### config.mk
export PLATFORM = sky130hd
export DESIGN_NAME = eop_glitch_qual
export DESIGN_NICKNAME = d
export VERILOG_FILES = /design/src/rtl/eopq_pkg.sv /design/src/rtl/eopq_sync.sv /design/src/rtl/eopq_ctrl.sv /design/src/rtl/eopq_detect.sv /design/src/rtl/eop_glitch_qual.sv
export SDC_FILE = /design/constraint.sdc
export NUM_CORES = 1
export LEC_CHECK = 0
export BUFFER_PORTS_ARGS = -buffer_cell sky130_fd_sc_hd__buf_2
export CAP_MARGIN = 0
export CORE_MARGIN = 2
export CORE_UTILIZATION = 30
export CTS_BUF_LIST = sky130_fd_sc_hd__clkbuf_16
export DETAILED_ROUTE_END_ITERATION = 8
export GPL_ROUTABILITY_DRIVEN = 0
export PLACE_DENSITY = 0.79
export SYNTH_ARGS = -nofsm -noshare
export SYNTH_HDL_FRONTEND = slang
export SYNTH_SLANG_ARGS = --single-unit
export TNS_END_PERCENT = 1
### constraint.sdc
create_clock -name clk -period 1.4 [get_ports clk]
set_input_delay 0.14 -clock clk [delete_from_list [all_inputs] [get_ports clk]]
set_output_delay 0.14 -clock clk [all_outputs]
set_load 0.03 [all_outputs]
### src/rtl/eopq_pkg.sv
package eopq_pkg;

    typedef enum logic [1:0] {
        LS_SE0 = 2'b00,
        LS_J   = 2'b01,
        LS_K   = 2'b10,
        LS_SE1 = 2'b11
    } linestate_t;

    localparam int unsigned CTRL_W       = 32;
    localparam int unsigned CTRL_EN_BIT  = 29;
    localparam int unsigned SYNC_DEPTH   = 2;
    localparam int unsigned QUAL_SAMPLES = 2;

    typedef struct packed {
        logic tx;
        logic host;
        logic fs;
        logic lpm;
    } port_ctx_t;

    function automatic logic qual_in_force(input logic en, input port_ctx_t c);
        return en && (c.host || (c.fs && c.lpm));
    endfunction

    function automatic logic is_se0(input linestate_t ls);
        return ls == LS_SE0;
    endfunction

endpackage

### src/rtl/eopq_sync.sv
module eopq_sync
    import eopq_pkg::*;
#(
    parameter int unsigned STAGES = SYNC_DEPTH
) (
    input  logic       clk,
    input  logic       rst,
    input  logic [1:0] d_in,
    output linestate_t q_out
);
    logic [1:0] stg [STAGES];

    generate
        for (genvar i = 0; i < STAGES; i++) begin : g_stage
            always_ff @(posedge clk) begin
                if (rst) begin
                    stg[i] <= LS_J;
                end else if (i == 0) begin
                    stg[i] <= d_in;
                end else begin
                    stg[i] <= stg[(i == 0) ? 0 : i - 1];
                end
            end
        end
    endgenerate

    assign q_out = linestate_t'(stg[STAGES-1]);
endmodule

### src/rtl/eopq_ctrl.sv
module eopq_ctrl
    import eopq_pkg::*;
#(
    parameter int unsigned DATA_W = CTRL_W,
    parameter int unsigned EN_BIT = CTRL_EN_BIT
) (
    input  logic              clk,
    input  logic              rst,
    input  logic              we,
    input  logic [DATA_W-1:0] wdata,
    output logic [DATA_W-1:0] rdata,
    output logic              qual_en
);
    logic en_q;

    always_ff @(posedge clk) begin
        if (rst) begin
            en_q <= 1'b0;
        end else if (we) begin
            en_q <= wdata[EN_BIT];
        end
    end

    always_comb begin
        rdata         = '0;
        rdata[EN_BIT] = en_q;
    end

    assign qual_en = en_q;
endmodule

### src/rtl/eopq_detect.sv
module eopq_detect
    import eopq_pkg::*;
#(
    parameter int unsigned NEED_MAX = QUAL_SAMPLES,
    localparam int unsigned CNT_W   = $clog2(NEED_MAX + 1)
) (
    input  logic       clk,
    input  logic       rst,
    input  linestate_t ls,
    input  logic       tx_active,
    input  logic       qualify,
    output logic       eop
);
    logic [CNT_W-1:0] run_cnt;
    logic [CNT_W-1:0] need_m1;
    logic             se0_tx;
    logic             fire;

    assign se0_tx  = tx_active && is_se0(ls);
    assign need_m1 = qualify ? CNT_W'(NEED_MAX - 1) : '0;
    assign fire    = se0_tx && (run_cnt == need_m1);

    always_ff @(posedge clk) begin
        if (rst) begin
            run_cnt <= '0;
            eop     <= 1'b0;
        end else begin
            eop <= fire;
            if (!se0_tx) begin
                run_cnt <= '0;
            end else if (run_cnt != CNT_W'(NEED_MAX)) begin
                run_cnt <= run_cnt + 1'b1;
            end
        end
    end
endmodule

### src/rtl/eop_glitch_qual.sv
module eop_glitch_qual
    import eopq_pkg::*;
(
    input  logic        clk,
    input  logic        rst,
    input  logic [1:0]  line_state,
    input  logic        tx_active,
    input  logic        role_host,
    input  logic        speed_fs,
    input  logic        lpm_active,
    input  logic        reg_we,
    input  logic [31:0] reg_wdata,
    output logic [31:0] reg_rdata,
    output logic        eop_pulse
);
    linestate_t ls_sync;
    logic       qual_en;
    logic       filt_apply;
    port_ctx_t  ctx;

    assign ctx = '{tx: tx_active, host: role_host, fs: speed_fs, lpm: lpm_active};
    assign filt_apply = qual_in_force(qual_en, ctx);

    eopq_sync #(.STAGES(SYNC_DEPTH)) u_sync (
        .clk   (clk),
        .rst   (rst),
        .d_in  (line_state),
        .q_out (ls_sync)
    );

    eopq_ctrl #(.DATA_W(CTRL_W), .EN_BIT(CTRL_EN_BIT)) u_ctrl (
        .clk     (clk),
        .rst     (rst),
        .we      (reg_we),
        .wdata   (reg_wdata),
        .rdata   (reg_rdata),
        .qual_en (qual_en)
    );

    eopq_detect #(.NEED_MAX(QUAL_SAMPLES)) u_det (
        .clk       (clk),
        .rst       (rst),
        .ls        (ls_sync),
        .tx_active (ctx.tx),
        .qualify   (filt_apply),
        .eop       (eop_pulse)
    );
endmodule

-- Word level (Yosys, flattened, before mapping)
Memories as Yosys holds them, arrays and structs flattened.
Index checks and enable logic that the tools add are counted.
- register bits after elaboration: 4
- latch bits: 0
- RAM bits: 4
- bits in read-only memories: 0
- input port bits: 41
- word-level logic and storage cells: 23
- memories kept: 1
- memory list (name ; words ; width ; read ports ; clocked after memory_dff ; wr ports ; RTL line ; source):
    u_sync.stg ; 2 ; 2 ; 2 ; 0 ; 2 ; eopq_sync.sv:11 ; logic [1:0] stg [STAGES];
- add/subtract/negate cells: 1
- multiply operators: 0
- div/mod/pow operators: 0
- $lt $le $gt $ge: 0
- equal/unequal tests: 2
- shifts and indexed selects: 0
- muxes and demuxes: 6
- bitwise operators: 3
- reductions and logical operators: 7
- operators with widths (operator ; count):
    logical AND 1 bit ; 4
    two-way mux 1 bit ; 4
    two-way mux 2 bit ; 2
    adder 2 x 1 -> 2 bit, second input constant ; 1
    == test 2 bit ; 1
    logical NOT 2 bit ; 1
    != test 2 bit, second input constant ; 1
    bitwise OR 1 bit ; 2
    OR reduction 2 bit ; 1
    logical OR 1 bit ; 1
    NOT 1 bit ; 1

-- Logic depth before layout (Yosys ltp)
Gate-level depths: netlist (run 1).
- depth after elaboration: 6
- depth in mapped cells: 5

-- Hierarchy
From an unflattened synthesis (run 1), not the netlist that was laid out.
- cell total of the unflattened synthesis: 59
- area total of the unflattened synthesis: 530.5 µm²
- modules (own cells, without submodules) (module ; times used ; cells an instance ; area each (µm²)):
    eopq_ctrl ; 1 ; 36 ; 277.8
    eopq_detect ; 1 ; 13 ; 136.4
    eopq_sync ; 1 ; 8 ; 105.1
    eop_glitch_qual ; 1 ; 2 ; 11.3

-- Worst setup path after synthesis (run 1)
Ideal clock, no wire load.
- kind: reg-to-reg
- start point: memory u_sync.stg[1][1]
- end point: register u_det.eop
- setup time: 0.087 ns
- arrival: 1.021 ns
- required time: 1.313 ns
- path slack: 0.292 ns
- stages on the path, launching flop included: 3
- buffers on the path: 0
- clock period less this slack: 1.108 ns
- path through: dfxtp_1 or4b_4 nor4b_2
- RTL lines (item ; RTL line ; source):
    start: declaration ; eopq_sync.sv:11 ;
    end signal: assignment ; eopq_detect.sv:28 ; eop <= fire;
    end: declaration ; eopq_detect.sv:12 ; output logic eop

==> results of run 1 <==
==> routing by layer <==
layer | routed length [um] | share of wire (%) | up-vias
li1 | - | - | 148
met1 | 188 | 32 | 124
met2 | 276 | 48 | 28
met3 | 117 | 20 | 0
met4 | 0 | 0 | 0
met5 | 0 | 0 | -
==> registers in the layout, summed over array words and instances (netlist names) <==
signal          cells
u_det.run_cnt       2
u_sync.stg          4
u_ctrl.qual_en      1
u_det.eop           1
==> kinds of logic (layout without fill, tap and decap cells) <==
kind of cell               Yosys count  count (layout)  share of synthesized area [%]
DFF                                  8               8                           29.9
other                                1              31                          0.700
xor gates and xnor gates             1               1                           1.64
AOI/OAI and AO/OA                    3               3                           3.27
adders and majority gates            1               1                           2.34
muxes                                1               1                           1.87
and+or+nand+nor                     11              11                           14.7
buffers and inverters               33              15                           45.6
==> synthesized netlist by cell type (all sizes together) <==
cell type / instances
a21oi: 2
or2: 2
a21o: 1
xor2: 1
nor2: 4
dfxtp: 8
ha: 1
nand3: 1
conb: 1
mux2i: 1
buf: 32
and2b: 2
inv: 1
or4b: 1
nor4b: 1
==> critical path: cells and delay by family (launching register included) <==
family / cells / cell delay [ps]
and+or+nand+nor: 2 / 760
DFF: 1 / 290
==> report_power, final <==
part	switching (mW)	internal, mW
Clock	0.0990	0.367
Combinational	0.123	0.0197
Sequential	0.00327	0.237
==> worst max path at each step <==
stage	endpoint	cells after the start
after detailed placement	u_det.eop	3
final	u_det.eop	2
after CTS	u_det.eop	2
after global placement	u_det.eop	3
after global routing	u_det.eop	2
after floorplan	u_det.eop	2
==> final cells by class <==
| type | instances | area (sq um) |
|---|---|---|
| Inverter | 1 | 3.75 |
| Fill cell | 177 | 1140 |
| Multi-Input combinational cell | 48 | 244 |
| Tap cell | 25 | 31.3 |
| Clock buffer | 3 | 75.1 |
| Timing Repair Buffer | 11 | 55.1 |
| Sequential cell | 8 | 160 |
==> per-stage QoR <==
step | utilization (%) | setup WS [ps]
2_1_floorplan | - | 292
3_3_place_gp | 28.9 | 256
3_5_place_dp | 28.9 | 248
4_1_cts | 33.3 | 255
5_1_grt | 33.3 | 215
6_report | 33.3 | 264
==> qor.csv, run 1 <==
stage;metric;value;unit
run_status;status;finished clean;
route;initial DRC count;0;
logic_synthesis;yosys warns;0;
layout;commonest non-fill, non-tap cell in the layout;conb_1;
pwr;Tot Pwr;0.849;mW
logic_synthesis;FF+latch count, synth;8;
die;Initial Util;31.4;%
worst_setup_path;CP Max Fanout;3;
worst_setup_path;Critical Path Start Type;flop;
global_route;global routing usage on met2;10.6;%
global_route;met1 Use GR;5.44;%
pwr;leak pwr;0.313;nW
worst_setup_path;WP data required;1540;ps
worst_setup_path;Setup CP Type;reg2reg;
die;die height;46.3;um
run;max-cap violation count;0;
timing;worst hold slack;97.6;ps
global_route;GRT busiest layer;met2;
place;cell total after placement;93;
logic_synthesis;sequential fraction of the synthesis area;29.9;%
place;post-DP HPWL;513;um
min_path;Hold EP;u_sync.stg[0][0];
min_path;Hold Path Origin;line_state[0];
logic_synthesis;Cell Area, Synth;536;sq um
layout;non-filler cells, final;96;
layout;layout cells sized above 1;28.2;%
global_route;met3 GRT Util;7.45;%
timing;fin crit period;1140;ps
pwr;worst IR drop on VDD;1.18;mV
clock_network;Skew-Pair Late Insertion Delay;230;ps
worst_setup_path;R2R Setup Slk;260;ps
global_route;largest net degree at the start of global routing;7;
layout;fin nets;115;
timing;Final Skew;0.798;ps
worst_setup_path;CP max stage cell;or4b_4;
worst_setup_path;RR Endpoint;u_det.eop;
global_route;first-pass GRT wire length;903;um
place;post-place instance area;494;sq um
clock_network;hold buffer count at cts;0;
layout;synth-to-layout area growth;6.31;%
timing;Final period util;81.1;%
die;I/O pin count;74;
route;via count;300;
clock_network;Num CTS Buffers;3;
global_route;Total GRT Usage;6.65;%
worst_setup_path;reg2reg path depth;2;
logic_synthesis;Yosys cell types;15;
timing;f_max;0.881;GHz
route;drt first pass iters;1;
die;CORE AREA;0.00171;sq mm
pwr;pwr dens;1490;mW/mm^2
route;drt wl/cell;6.05;um
worst_setup_path;crit path cell chain;or4b_4, nor4b_2;
clock_network;Post-CTS Setup Bufs;0;
logic_synthesis;ranking of synthesized cells by area;buf_4, dfxtp_1, and2b_2, nor2_1, nor4b_2;
clock_network;clock-pin slew on the worst setup and hold paths;40;ps
clock_network;Root Driver;clkbuf_16;
timing;final hold viol count;0;
route;DRC Markers;0;
die;row count;15;
logic_synthesis;synthesized area per cell;9.08;sq um
route;WL final;581;um
logic_synthesis;Yosys top cell by area;buf_4;
clock_network;Resized cells post-CTS;0;
timing;RSZ-0062 raised after global routing;no;
route;post-route ant nets;0;
route;vias per cell;3.13;
logic_synthesis;Syn Inst Count;59;
layout;most frequent cells in the layout;conb_1, buf_2, dfxtp_1, nor2_1, clkbuf_16;
worst_setup_path;arrival time at the worst endpoint;1280;ps
global_route;antenna violations before repair;0;
global_route;grt ovf;0;
worst_setup_path;delay of the slowest critical-path stage;520;ps
min_path;min-delay worst type;in2reg;
timing;Final setup viols;0;
timing;Fin Setup TNS;0;ps
worst_setup_path;CP Capture Type;flop;
timing;Pins Over Slew Limit;0;
layout;Final Instance Area;569;sq um
die;die area;0.00214;sq mm
logic_synthesis;Yosys top cell area share;44.9;%
clock_network;H-Tree Depth;1;
die;die width;46.3;um
place;Port Buffers;11;
global_route;vias in the first global route;227;
clock_network;CTS tree;built;
clock_network;clock buffer depth;2;
min_path;Worst Hold Path Cells;2;
layout;antenna cells;0;
worst_setup_path;crit path from;u_sync.stg[1][1];
clock_network;clock sink count;8;
worst_setup_path;reg2reg start;u_sync.stg[1][1];
(Power assumes the default switching activity.)
==> inputs of run 2 (changes only) <==
Settings changed: CORE_UTILIZATION 30 to 27, PLACE_DENSITY 0.79 to 0.75.
Clock period 1.4 ns to 0.9 ns, I/O delays scaled along.
==> run 2 against run 1 <==
- the flow now finishes with violations (setup timing)
- via count rose by 6.3%
- sequential power rose by 55%
- core utilization decreased by 1.8 points
- die area grew 10%
- clock power is 58% higher
- highest routed layer unchanged
- clock skew increased by 1.7 ps
- power up 58%
==> qor.csv, run 2 (synthesis results as in run 1) <==
stage;metric;value;unit;change
layout;max FFs per register;4;;unchanged
layout;Reg with most FFs;u_sync.stg;;unchanged
die;die width;48.5;um;was 46.3 um
place;post-place instance area;527;sq um;was 494 sq um
route;WL final;620;um;was 581 um
timing;Fin Setup TNS;-397;ps;was 0 ps
route;DRC Markers;0;;unchanged
timing;worst hold slack;43.8;ps;was 97.6 ps
timing;setup ws final;-249;ps;was 264 ps
route;post-route ant nets;0;;unchanged
global_route;first-pass GRT wire length;897;um;was 903 um
clock_network;Root Driver;clkbuf_16;;unchanged
global_route;Total GRT Usage;5.49;%;was 6.65%
layout;biggest regs;u_sync.stg x4, u_det.run_cnt x2;;unchanged
place;Setup Slack @ Placement;-254;ps;was 248 ps
die;die area;0.00236;sq mm;was 0.00214 sq mm
place;post-DP HPWL;512;um;was 513 um
worst_setup_path;delay of the slowest critical-path stage;520;ps;about the same
layout;Final Instance Area;606;sq um;was 569 sq um
worst_setup_path;CP max stage cell;or4b_4;;unchanged
clock_network;hold buffer count at cts;0;;unchanged
clock_network;H-Tree Depth;1;;unchanged
pwr;register share of total power;27.9;%;was 28.3%
run_status;failing checks;setup timing;;
layout;layout cells sized above 1;33.3;%;was 28.2%
clock_network;clock sink count;8;;unchanged
run;max-cap violation count;0;;unchanged
worst_setup_path;CP Capture Type;flop;;unchanged
pwr;pwr dens;2210;mW/mm^2;was 1490 mW/mm^2
route;drt first pass iters;3;;was 1
die;Initial Util;27.9;%;was 31.4%
die;die height;48.5;um;was 46.3 um
place;Port Buffers;11;;unchanged
pwr;Clock power frac;54.8;%;was 54.9%
route;drt wl/cell;6.08;um;was 6.05 um
layout;commonest non-fill, non-tap cell in the layout;conb_1;;unchanged
pwr;worst IR drop on VDD;1.50;mV;was 1.18 mV
layout;storage element area;161;sq um;was 160 sq um
die;row count;16;;was 15
run_status;status;finished with violations;;was finished clean
layout;area of the multi-input gates;244;sq um;unchanged
die;CORE AREA;0.00192;sq mm;was 0.00171 sq mm
clock_network;clock buffer depth;2;;unchanged
route;initial DRC count;2;;was 0
layout;fin nets;119;;was 115
global_route;grt ovf;0;;unchanged
timing;RSZ-0062 raised after global routing;yes;;was no
timing;f_max;0.870;GHz;was 0.881 GHz
die;I/O pin count;74;;unchanged
global_route;largest net degree at the start of global routing;6;;was 7
clock_network;Skew-Pair Late Insertion Delay;230;ps;about the same
worst_setup_path;Critical Path Start Type;flop;;unchanged
global_route;antenna violations before repair;0;;unchanged
min_path;min-delay worst type;in2reg;;unchanged
worst_setup_path;arrival time at the worst endpoint;1290;ps;was 1280 ps
timing;Final setup viols;3;;was 0
clock_network;clock-pin slew on the worst setup and hold paths;40;ps;about the same
worst_setup_path;Setup CP Type;reg2reg;;unchanged
timing;final hold viol count;0;;unchanged
worst_setup_path;CP Max Fanout;3;;unchanged
pwr;net switching fraction of the power;27.0;%;was 26.5%
timing;Final period util;128;%;was 81.1%
worst_setup_path;R2R Setup Slk;-250;ps;was 260 ps
timing;Final Skew;2.47;ps;was 0.798 ps
clock_network;Num CTS Buffers;3;;unchanged
pwr;leak pwr;0.335;nW;was 0.313 nW
pwr;P_int;0.978;mW;was 0.624 mW
timing;fin crit period;1150;ps;was 1140 ps
worst_setup_path;WP data required;1040;ps;was 1540 ps
route;vias per cell;3.13;;about the same
layout;Filler Cell Count;213;;was 177
layout;most frequent cells in the layout;conb_1, buf_2, dfxtp_1, buf_4, nor2_1;;was conb_1, buf_2, dfxtp_1, nor2_1, clkbuf_16
layout;synth-to-layout area growth;13.1;%;was 6.31%
layout;antenna cells;0;;unchanged
worst_setup_path;crit path cell chain;or4b_4, nor4b_2;;unchanged
pwr;Comb pwr share;17.2;%;was 16.8%
timing;Pins Over Slew Limit;0;;unchanged
global_route;vias in the first global route;222;;was 227
route;via count;319;;was 300
layout;Finished Core Util;31.5;%;was 33.3%
clock_network;CTS tree;built;;unchanged
pwr;Net Sw Power;0.362;mW;was 0.225 mW
-- run 2: cell types whose count changed in the layout (fill, tap and decap cells not counted), sizes merged --
cell  change
buf       +4
-- run 2: area by class of cell --
class | count | share of cell area, %
multi-input combinational | 48 | 40.3
sequential | 8 | 26.7
timing repair buffer | 15 | 14.5
clock buffer | 3 | 12.4
tap | 27 | 5.58
inverter | 1 | 0.620
-- run 2: per-stage QoR --
stage	std cells	power, mW
after floorplan	89	0.681
after global placement	99	0.604
after detailed placement	99	0.607
after CTS	102	1.36
after global routing	102	1.40
final	102	1.34
-- run 2: power groups by stage --
| stage | clock [mW] | sequential (mW) | combinational, mW |
|---|---|---|---|
| 3_3_place_gp | 0 | 0.378 | 0.226 |
| 5_1_grt | 0.781 | 0.375 | 0.242 |
| 6_report | 0.734 | 0.374 | 0.231 |
| 4_1_cts | 0.753 | 0.374 | 0.229 |
| 2_1_floorplan | 0 | 0.380 | 0.302 |
| 3_5_place_dp | 0 | 0.379 | 0.227 |
-- run 2: final timing paths --
path | startpoint | end | cells past startpoint
setup / recovery | u_sync.stg[1][1] | u_det.eop | 2
hold / removal | line_state[0] | u_sync.stg[0][0] | 2
setup reg to reg | u_sync.stg[1][1] | u_det.eop | 2
hold reg to reg | u_sync.stg[0][0] | u_sync.stg[1][0] | 1
-- run 2: critical path: cells and delay by family, from the launching register on --
family	cells	cell delay, ps
flip-flops	1	290
AND/OR/NAND/NOR	2	770
-- run 2: repair_timing --
| action | 4_1_cts | 5_1_grt |
|---|---|---|
| pin swaps | 2 | 1 |
| buffers inserted | 0 | 0 |
| gates resized for setup | 1 | 1 |
| endpoints found under the setup margin | 4 | 3 |
-- run 2: routing by layer --
layer / share of wire (%) / track usage [%] / up-vias / routed length [um]
met2: 43 / 7.64 / 33 / 268
met1: 38 / 4.98 / 131 / 236
li1: - / - / 155 / -
met4: 0 / 2.86 / 0 / 0
met3: 19 / 5.86 / 0 / 115
met5: 0 / 0 / - / 0
